### src/rtl/modtrig_pkg.sv
package modtrig_pkg;
  localparam int DLY_W_DEF    = 8;
  localparam int PRESCALE_DEF = 4;
  localparam int TRIG_LEN_DEF = 119;
  localparam int FLIP_OFS_DEF = 1024;

  typedef enum logic [1:0] {
    PH_IDLE = 2'd0,
    PH_TRIG = 2'd1,
    PH_GAP  = 2'd2,
    PH_FLIP = 2'd3
  } pulse_ph_e;
endpackage

### src/rtl/modtrig_delay.sv
module modtrig_delay #(
  parameter int DLY_W    = 8,
  parameter int PRESCALE = 4
) (
  input  logic             clk,
  input  logic             rst_n,
  input  logic             start,
  input  logic [DLY_W-1:0] dly,
  output logic             fire,
  output logic             pending
);
  localparam int PRE_W = (PRESCALE > 1) ? $clog2(PRESCALE) : 1;

  logic             busy;
  logic [DLY_W-1:0] rem;
  logic             tick;

  generate
    if (PRESCALE == 1) begin : g_nodiv
      assign tick = 1'b1;
    end else begin : g_div
      logic [PRE_W-1:0] pre;
      always_ff @(posedge clk or negedge rst_n) begin
        if (!rst_n)                        pre <= '0;
        else if (start)                    pre <= '0;
        else if (busy) begin
          if (pre == PRE_W'(PRESCALE - 1)) pre <= '0;
          else                             pre <= pre + 1'b1;
        end
      end
      assign tick = (pre == PRE_W'(PRESCALE - 1));
    end
  endgenerate

  assign fire    = busy && (rem == '0);
  assign pending = busy;

  always_ff @(posedge clk or negedge rst_n) begin
    if (!rst_n) begin
      busy <= 1'b0;
      rem  <= '0;
    end else if (start) begin
      busy <= 1'b1;
      rem  <= dly;
    end else if (fire) begin
      busy <= 1'b0;
    end else if (busy && tick) begin
      rem <= rem - 1'b1;
    end
  end

  a_r2_fire_single: assert property (@(posedge clk) disable iff (!rst_n)
    (fire && !start) |=> !busy);
endmodule

### src/rtl/modtrig_pulse.sv
module modtrig_pulse
  import modtrig_pkg::*;
#(
  parameter int TRIG_LEN = 119,
  parameter int FLIP_OFS = 1024
) (
  input  logic clk,
  input  logic rst_n,
  input  logic start,
  input  logic fire,
  input  logic psk_en,
  output logic trig,
  output logic psk
);
  localparam int CNT_W = $clog2(FLIP_OFS + TRIG_LEN + 1);

  pulse_ph_e        ph;
  logic [CNT_W-1:0] tcnt;
  logic             psk_cap;

  always_ff @(posedge clk or negedge rst_n) begin
    if (!rst_n) begin
      ph      <= PH_IDLE;
      tcnt    <= '0;
      psk_cap <= 1'b0;
    end else if (start) begin
      ph      <= PH_IDLE;
      tcnt    <= '0;
      psk_cap <= psk_en;
    end else if (fire) begin
      ph   <= PH_TRIG;
      tcnt <= '0;
    end else begin
      case (ph)
        PH_TRIG: begin
          tcnt <= tcnt + 1'b1;
          if (tcnt == CNT_W'(TRIG_LEN - 1)) ph <= psk_cap ? PH_GAP : PH_IDLE;
        end
        PH_GAP: begin
          tcnt <= tcnt + 1'b1;
          if (tcnt == CNT_W'(FLIP_OFS - 1)) ph <= PH_FLIP;
        end
        PH_FLIP: begin
          tcnt <= tcnt + 1'b1;
          if (tcnt == CNT_W'(FLIP_OFS + TRIG_LEN - 1)) ph <= PH_IDLE;
        end
        default: ph <= PH_IDLE;
      endcase
    end
  end

  assign trig = (ph == PH_TRIG);
  assign psk  = (ph == PH_FLIP);

  a_r3_trig_len: assert property (@(posedge clk) disable iff (!rst_n)
    (ph == PH_TRIG && tcnt < CNT_W'(TRIG_LEN - 1) && !start) |=> (ph == PH_TRIG));
  a_r5_no_flip: assert property (@(posedge clk) disable iff (!rst_n)
    !psk_cap |-> (ph != PH_FLIP));
endmodule

### src/rtl/modtrig_phase.sv
module modtrig_phase (
  input  logic clk,
  input  logic rst_n,
  input  logic start,
  input  logic req,
  input  logic window,
  input  logic psk,
  output logic bp,
  output logic biphase
);
  always_ff @(posedge clk or negedge rst_n) begin
    if (!rst_n)               bp <= 1'b0;
    else if (start)           bp <= req;
    else if (req && window)   bp <= 1'b1;
  end

  assign biphase = psk ^ bp;

  a_r6_req_set: assert property (@(posedge clk) disable iff (!rst_n)
    (req && (window || start)) |=> bp);
  a_r8_start_clear: assert property (@(posedge clk) disable iff (!rst_n)
    (start && !req) |=> !bp);
endmodule

### src/rtl/modtrig_top.sv
module modtrig_top
  import modtrig_pkg::*;
#(
  parameter int DLY_W    = DLY_W_DEF,
  parameter int PRESCALE = PRESCALE_DEF,
  parameter int TRIG_LEN = TRIG_LEN_DEF,
  parameter int FLIP_OFS = FLIP_OFS_DEF
) (
  input  logic             clk,
  input  logic             rst_n,
  input  logic             seq_start,
  input  logic [DLY_W-1:0] delay_cfg,
  input  logic             psk_enable,
  input  logic             bphase_req,
  output logic             mod_trig,
  output logic             biphase_out,
  output logic             bphase_lit
);
  logic fire, pending, psk_p, bp;

  modtrig_delay #(.DLY_W(DLY_W), .PRESCALE(PRESCALE)) u_dly (
    .clk(clk), .rst_n(rst_n), .start(seq_start), .dly(delay_cfg),
    .fire(fire), .pending(pending)
  );

  modtrig_pulse #(.TRIG_LEN(TRIG_LEN), .FLIP_OFS(FLIP_OFS)) u_pls (
    .clk(clk), .rst_n(rst_n), .start(seq_start), .fire(fire),
    .psk_en(psk_enable), .trig(mod_trig), .psk(psk_p)
  );

  modtrig_phase u_ph (
    .clk(clk), .rst_n(rst_n), .start(seq_start), .req(bphase_req),
    .window(pending), .psk(psk_p), .bp(bp), .biphase(biphase_out)
  );

  assign bphase_lit = bp;

  a_r2_fire_to_trig: assert property (@(posedge clk) disable iff (!rst_n)
    (fire && !seq_start) |=> mod_trig);
  a_r9_restart: assert property (@(posedge clk) disable iff (!rst_n)
    seq_start |=> (!mod_trig && !psk_p));
  a_r7_hold: assert property (@(posedge clk) disable iff (!rst_n)
    (mod_trig && !seq_start) |=> $stable(bp));
  a_r4_flip_after: assert property (@(posedge clk) disable iff (!rst_n)
    $rose(psk_p) |-> !mod_trig);
endmodule

### config.mk
export PLATFORM = sky130hd
export DESIGN_NAME = modtrig_top
export DESIGN_NICKNAME = d
export VERILOG_FILES = /design/src/rtl/modtrig_pkg.sv /design/src/rtl/modtrig_delay.sv /design/src/rtl/modtrig_pulse.sv /design/src/rtl/modtrig_phase.sv /design/src/rtl/modtrig_top.sv
export SDC_FILE = /design/constraint.sdc
export NUM_CORES = 1
export LEC_CHECK = 0
export BUFFER_PORTS_ARGS = -buffer_cell sky130_fd_sc_hd__buf_4
export CAP_MARGIN = 20
export CORE_ASPECT_RATIO = 1.5
export CORE_MARGIN = 8
export CORE_UTILIZATION = 41
export DETAILED_ROUTE_END_ITERATION = 16
export REMOVE_ABC_BUFFERS = 1
export SETUP_SLACK_MARGIN = 0.4
export SLEW_MARGIN = 20
export SYNTH_ARGS = -nofsm -noshare
export SYNTH_HDL_FRONTEND = slang
export SYNTH_SLANG_ARGS = --single-unit
### constraint.sdc
create_clock -name clk -period 2.51 [get_ports clk]
set_clock_uncertainty 0.1 [all_clocks]
set_input_delay 0.753 -clock clk [delete_from_list [all_inputs] [get_ports clk]]
set_output_delay 0.753 -clock clk [all_outputs]
set_load 0.01 [all_outputs]
==> flow_metrics.env, run 1 <==
export IMPL_endpoint_kind="primary output"
export IMPL_numCtsBuffers=3
export IMPL_setup_worst_path_class="flip-flop to primary output"
export IMPL_rsz0062_at_grt="no"
export IMPL_wire_per_inst_um=14.30
export IMPL_die_width_um=65.31
export IMPL_clock_latency_ns=0.27
export IMPL_drt_first_pass_iters=4
export IMPL_drt_iter0_drc=49
export IMPL_vdd_ir_drop_max_v=0.0003682
export IMPL_num_antenna_cells=0
export IMPL_dp_slack_ns=0.5803
export IMPL_startpoint_type="flip-flop"
export IMPL_yosys_area_top_type="dfrtp_1"
export IMPL_dr_total_vias=1146
export IMPL_synth_area_top_cells="dfrtp_1, ha_1, xnor2_1"
export IMPL_hold_class="input port to asynchronous set/reset pin"
export IMPL_htreeDepth=1
export IMPL_leakagePower_nw=0.6904
export IMPL_grt_max_degree=27
export IMPL_cp_max_fo=3
export IMPL_fmax_mhz=481.7
export IMPL_ys_top_cells_by_count="dfrtp_1, nor2_1, nand2_1"
export IMPL_place_gp_congestion=0.7652
export IMPL_synth_edf_count=0
export IMPL_required_ns=1.66
export IMPL_synth_warnings=0
export IMPL_r2r_cells=7
export IMPL_slew_violations=0
export IMPL_rows=27
export IMPL_avgSynthCellArea_um2=9.837
export IMPL_post_route_period_util=0.8270
export IMPL_cp_depth=3
export IMPL_grt_first_pass_wirelength_mm=5.526
export IMPL_clkTransAtPathRegs_ns=0.10
export IMPL_layout_setup_ws_ns=0.4341
export IMPL_numClockSinks=26
export IMPL_cp_endpoint="biphase_out"
export IMPL_antenna_left=0
export IMPL_path_cells="ha_2 -> xor2_1 -> buf_4"
export IMPL_fin_crit_ns=2.076
export IMPL_fin_util=0.4836
export IMPL_synth_main_ff_cell="dfrtp_1"
export IMPL_floorplan_initialDensity=0.4175
export IMPL_ys_async_sr_fraction=1.000
export IMPL_coreArea_um2=3581
export IMPL_synthDistinctLibCells=38
export IMPL_rr_endpoint="u_pls.ph[1]"
export IMPL_cpLargestDelayFamily="flip-flops"
export IMPL_cts_root_buf="clkbuf_8"
export IMPL_antenna_found_initial=0
export IMPL_place_inst=208
export IMPL_vias_per_cell=5.406
export IMPL_finalHoldViolations=0
export IMPL_r2r_start="u_dly.rem[0]"
export IMPL_drc=0
export IMPL_tightest_slew_ns=0.3936
export IMPL_grt_use_total=0.1126
export IMPL_final_cells=212
export IMPL_synthCells=152
export IMPL_crit_path_top_delay_cell="dfrtp_1"
export IMPL_p_total_mw=0.9301
export IMPL_die_y_um=89.96
export IMPL_buffer_ports_inserted=15
export IMPL_cp_arrival_ns=1.22
export IMPL_finalSetupViolCount=0
export IMPL_finalSetupTns_ns=0
export IMPL_maxCapViolCount=0
export IMPL_power_per_cell_area_nw_per_um2=537.1
export IMPL_synth_top_area_share=0.4351
export IMPL_postCtsSetupRepairBufs=0
export IMPL_drive_above_1_share=0.1953
export IMPL_outcome="finished clean"
export IMPL_nets=191
export IMPL_cts_tree="yes"
export IMPL_critPathLaunch="u_pls.ph[1]"
export IMPL_synth_seq_cells=26
export IMPL_synth_area_um2=1495
export IMPL_n_fill_cell=359
export IMPL_dp_hpwl_mm=2.245
export IMPL_first_global_vias=1320
export IMPL_worst_path_buf_inv=1
export IMPL_critPathMaxStageDelay_ns=0.42
export IMPL_r2r_slack_ns=0.57
export IMPL_area_growth_pct=15.82
export IMPL_die_area_um2=5875
export IMPL_yosysMostFrequentCell="dfrtp_1"
export IMPL_wirelength_mm=3.032
export IMPL_cts_buffer_depth=2
export IMPL_overflow=0
export IMPL_ios=16
export IMPL_relSlewSlack=0.7339
export IMPL_ys_seq_area_frac=0.4351
## stage by stage
stage / instance area [um2] / hold slack [ns]
after floorplan: 1476 / 0.3574
after global placement: 1658 / 0.4137
after detailed placement: 1658 / 0.4178
after CTS: 1732 / 0.2756
after global routing: 1732 / 0.2922
final: 1732 / 0.2684
## final cells by class
cell class / instances / area, um2 / share of cell area
clock inverters: 1 / 30.03 / 0.01734
flip-flops and latches: 26 / 650.6 / 0.3757
repair buffers: 17 / 127.6 / 0.07370
multi-input cells: 114 / 798.3 / 0.4610
inverters: 8 / 30.03 / 0.01734
well taps: 43 / 53.80 / 0.03107
clock buffers: 3 / 41.29 / 0.02384
## state kept, by name (all words and copies together) (netlist names)
name	cells
u_pls.tcnt	11
u_dly.rem	8
u_dly.g_div.pre	2
u_pls.ph	2
u_dly.pending	1
u_ph.bp	1
u_pls.psk_cap	1
## kinds of logic after synthesis
group / Yosys count / synth area share
AND/OR/NAND/NOR: 57 / 0.2151
AO/OA/AOI/OAI: 29 / 0.1264
flip-flops: 26 / 0.4351
XOR/XNOR: 15 / 0.08786
buffers and inverters: 12 / 0.03263
adder cells (fa/ha/maj): 8 / 0.06695
multiplexers: 5 / 0.03598
## placed cells by master (no fill, tap or decap), types with 2 or more instances in the layout
cell / n
xnor2_1: 11
buf_4: 17
xor2_1: 4
a2111oi_2: 2
nand2_1: 14
nor3b_1: 2
nor3_1: 4
nand3_1: 2
inv_1: 8
mux2i_1: 2
nand2b_1: 2
o31ai_1: 2
nor2_1: 15
nand4_1: 2
a21oi_1: 7
nor4b_1: 2
or3_1: 5
a31oi_1: 2
ha_1: 7
mux2_2: 3
dfrtp_1: 26
o21ai_1: 2
o21ai_0: 9
clkbuf_8: 3
## worst min-delay path by stage
stage / to / slack [ns] / cells after the start
floorplan: u_dly.g_div.pre[0] / 0.36 / 0
global placement: u_dly.g_div.pre[1] / 0.41 / 2
detailed placement: u_dly.g_div.pre[1] / 0.42 / 2
CTS: u_pls.tcnt[4] / 0.28 / 1
global route: u_pls.tcnt[2] / 0.29 / 1
finish: u_pls.tcnt[2] / 0.27 / 1
## per-layer routing
metal,share of wire,vias up,track usage
met5,0,-,0
met3,0.018,2,0.01615
li1,-,563,-
met4,0.0079,0,0.05119
met1,0.40,565,0.1206
met2,0.57,16,0.2053
## power by group
group / total, mW / internal [mW] / switching, mW
logic: 0.117 / 0.0580 / 0.0590
clock network: 0.350 / 0.213 / 0.137
registers: 0.463 / 0.440 / 0.0233
total: 0.930 / 0.711 / 0.219
## timing repair
action | CTS | global route
hold endpoints to repair | 0 | 0
resized for setup | 1 | 0
pin swaps | 0 | 1
hold buffers | 0 | 0
setup endpoints to repair | 1 | 1
Note: power is estimated with default switching activity, not from simulation.
==> run 2, diff against run 1 <==
--- a/config.mk
+++ b/config.mk
@@ -5,6 +5,7 @@
 export SDC_FILE = /design/constraint.sdc
 export NUM_CORES = 1
 export LEC_CHECK = 0
+export ABC_AREA = 1
 export BUFFER_PORTS_ARGS = -buffer_cell sky130_fd_sc_hd__buf_4
 export CAP_MARGIN = 20
 export CORE_ASPECT_RATIO = 1.5
==> constraint.sdc (replaced) <==
create_clock -name clk -period 2.1 [get_ports clk]
set_clock_uncertainty 0.1 [all_clocks]
set_input_delay 0.63 -clock clk [delete_from_list [all_inputs] [get_ports clk]]
set_output_delay 0.63 -clock clk [all_outputs]
set_load 0.01 [all_outputs]
==> run 2 against run 1 <==
  * Largest power group unchanged
  * Highest routed layer unchanged
  * Clock power decreased by 6.6%
  * Critical path type unchanged
  * Register-to-register slack got worse by 0.11 ns
  * Critical path depth unchanged
==> flow_metrics.env, run 2 <==
export IMPL_cts_buffer_depth=2
export IMPL_rows=27
export IMPL_floorplan_initialDensity=0.4305
export IMPL_vias_per_cell=5.078
export IMPL_path_cells="ha_2 -> xor2_1 -> buf_4"
export IMPL_num_antenna_cells=0
export IMPL_fin_util=0.5148
export IMPL_swShare=0.2819
export IMPL_area_growth_pct=19.57
export IMPL_place_inst=261
export IMPL_clock_latency_ns=0.27
export IMPL_required_ns=1.37
export IMPL_leakagePower_nw=0.8741
export IMPL_rsz0062_at_grt="yes"
export IMPL_n_fill_cell=359
export IMPL_die_y_um=92.16
export IMPL_wirelength_mm=3.419
export IMPL_slew_violations=0
export IMPL_dpl_cell_area_um2=1743
export IMPL_buffer_ports_inserted=15
export IMPL_finalSetupTns_ns=0
export IMPL_ys_async_sr_fraction=1.000
export IMPL_antenna_left=0
export IMPL_die_width_um=66.77
export IMPL_drt_iter0_drc=66
export IMPL_synth_top_area_share=0.4104
export IMPL_tightest_slew_ns=0.3768
export IMPL_final_area_um2=1896
export IMPL_coreArea_um2=3682
export IMPL_cp_arrival_ns=1.18
export IMPL_yosys_area_top_type="dfrtp_1"
export IMPL_place_gp_congestion=0.7740
export IMPL_cpLargestDelayFamily="flip-flops"
export IMPL_fmax_mhz=523.3
export IMPL_synth_area_um2=1585
export IMPL_numCtsBuffers=3
export IMPL_pwr_share_comb=0.193
export IMPL_regMostFlops="u_pls.tcnt"
export IMPL_finalSetupViolCount=0
export IMPL_power_per_cell_area_nw_per_um2=585.4
export IMPL_wire_per_inst_um=12.66
export IMPL_numClockSinks=26
export IMPL_largestRegisters="u_pls.tcnt: 11 flops, u_dly.rem: 8 flops"
export IMPL_post_route_period_util=0.9099
export IMPL_overflow=0
export IMPL_finalHoldViolations=0
export IMPL_synthDistinctLibCells=31
export IMPL_p_sw_mw=0.3128
export IMPL_crit_path_top_delay_cell="dfrtp_1"
export IMPL_yosysMostFrequentCell="nand2_1"
export IMPL_dp_hpwl_mm=2.545
export IMPL_final_cells=270
export IMPL_ys_top_cells_by_count="nand2_1, nor2_1, dfrtp_1"
export IMPL_drive_above_1_share=0.2115
export IMPL_drt_first_pass_iters=4
export IMPL_cp_max_fo=4
export IMPL_grt_use_total=0.1150
export IMPL_ys_seq_area_frac=0.4104
export IMPL_p_clk_frac=0.295
export IMPL_endpoint_kind="primary output"
export IMPL_synth_warnings=0
export IMPL_antenna_found_initial=0
export IMPL_setup_worst_path_class="flip-flop to primary output"
export IMPL_intPower_mw=0.7968
export IMPL_first_global_vias=1371
export IMPL_cp_depth=3
export IMPL_ios=16
export IMPL_grt_max_degree=27
export IMPL_vdd_ir_drop_max_v=0.0004380
export IMPL_critPathMaxStageDelay_ns=0.42
export IMPL_cts_root_buf="clkbuf_8"
export IMPL_synth_edf_count=0
export IMPL_maxCapViolCount=0
export IMPL_nets=249
export IMPL_worst_path_buf_inv=1
export IMPL_outcome="finished clean"
export IMPL_htreeDepth=1
export IMPL_synthCells=205
export IMPL_layout_common_cells="nand2_1, nor2_1, dfrtp_1"
export IMPL_synth_area_top_cells="dfrtp_1, nand2_1, nand3_1"
export IMPL_layout_commonest_cell="nand2_1"
export IMPL_die_area_um2=6153
export IMPL_startpoint_type="flip-flop"
export IMPL_cts_tree="yes"
export IMPL_avgSynthCellArea_um2=7.733
export IMPL_largest_reg_flops=11
export IMPL_dr_total_vias=1371
export IMPL_r2r_cells=9
export IMPL_relSlewSlack=0.7485
export IMPL_seqPwrFrac=0.513
export IMPL_clkTransAtPathRegs_ns=0.09
export IMPL_drc=0
export IMPL_hold_class="input port to asynchronous set/reset pin"
export IMPL_synth_main_ff_cell="dfrtp_1"
export IMPL_synth_seq_cells=26
export IMPL_grt_first_pass_wirelength_mm=5.761
export IMPL_fin_crit_ns=1.911
run 2: layer usage:
layer	part of all wire	track usage	wire, um	up-vias
met3	0.032	0.02436	110	4
li1	-	-	-	707
met2	0.52	0.2066	1784	25
met5	0	0	0	-
met1	0.43	0.1254	1466	635
met4	0.017	0.04114	57	0
run 2: timing repair:
item                       in CTS  in global routing
resized for setup               6                 10
pin swaps                       0                  6
setup endpoints to repair       3                 19
setup buffers                   2                  3
hold buffers                    0                  0
run 2: final timing paths:
check	slack (ns)	start	to
worst max-delay path	0.19	u_pls.ph[1]	biphase_out
worst min-delay path	0.16	rst_n	u_pls.tcnt[9]
worst max register to register	0.46	u_pls.ph[0]	u_pls.tcnt[8]
worst min register to register	0.38	u_dly.g_div.pre[1]	u_dly.g_div.pre[1]
max in group asynchronous	1.49	rst_n	u_pls.tcnt[10]
min in group clk	0.38	u_dly.g_div.pre[1]	u_dly.g_div.pre[1]
run 2: cells by family after synthesis:
kind of cell             synth area share
AO/OA/AOI/OAI                     0.05447
flip-flops                         0.4104
AND/OR/NAND/NOR                    0.3765
buffers and inverters             0.05130
XOR/XNOR                          0.04420
adder cells (fa/ha/maj)           0.06314
run 2: power groups by stage:
stage               logic (mW)  registers (mW)  clock network [mW]
detailed placement       0.204           0.578                   0
floorplan                0.142           0.571                   0
finish                   0.214           0.569               0.327
global placement         0.204           0.579                   0
global route             0.243           0.574               0.359
CTS                      0.208           0.569               0.338
run 2: through the flow:
step	total power [mW]	hold WS, ns	setup slack, ns
final	1.110	0.1592	0.1892
after global routing	1.177	0.1835	0.1359
after CTS	1.115	0.1717	0.1607
after detailed placement	0.7821	0.3685	0.3738
after global placement	0.7829	0.3663	0.4121
after floorplan	0.7126	0.2344	0.5248
run 2: final cells by class:
cell class                 count  area, um2  share of cell area
inverter                      18      72.57             0.03828
timing repair buffer          20      157.7             0.08317
sequential                    26      650.6              0.3432
clock buffer                   4      55.05             0.02904
tap                           43      53.80             0.02838
multi-input combinational    159      905.9              0.4779
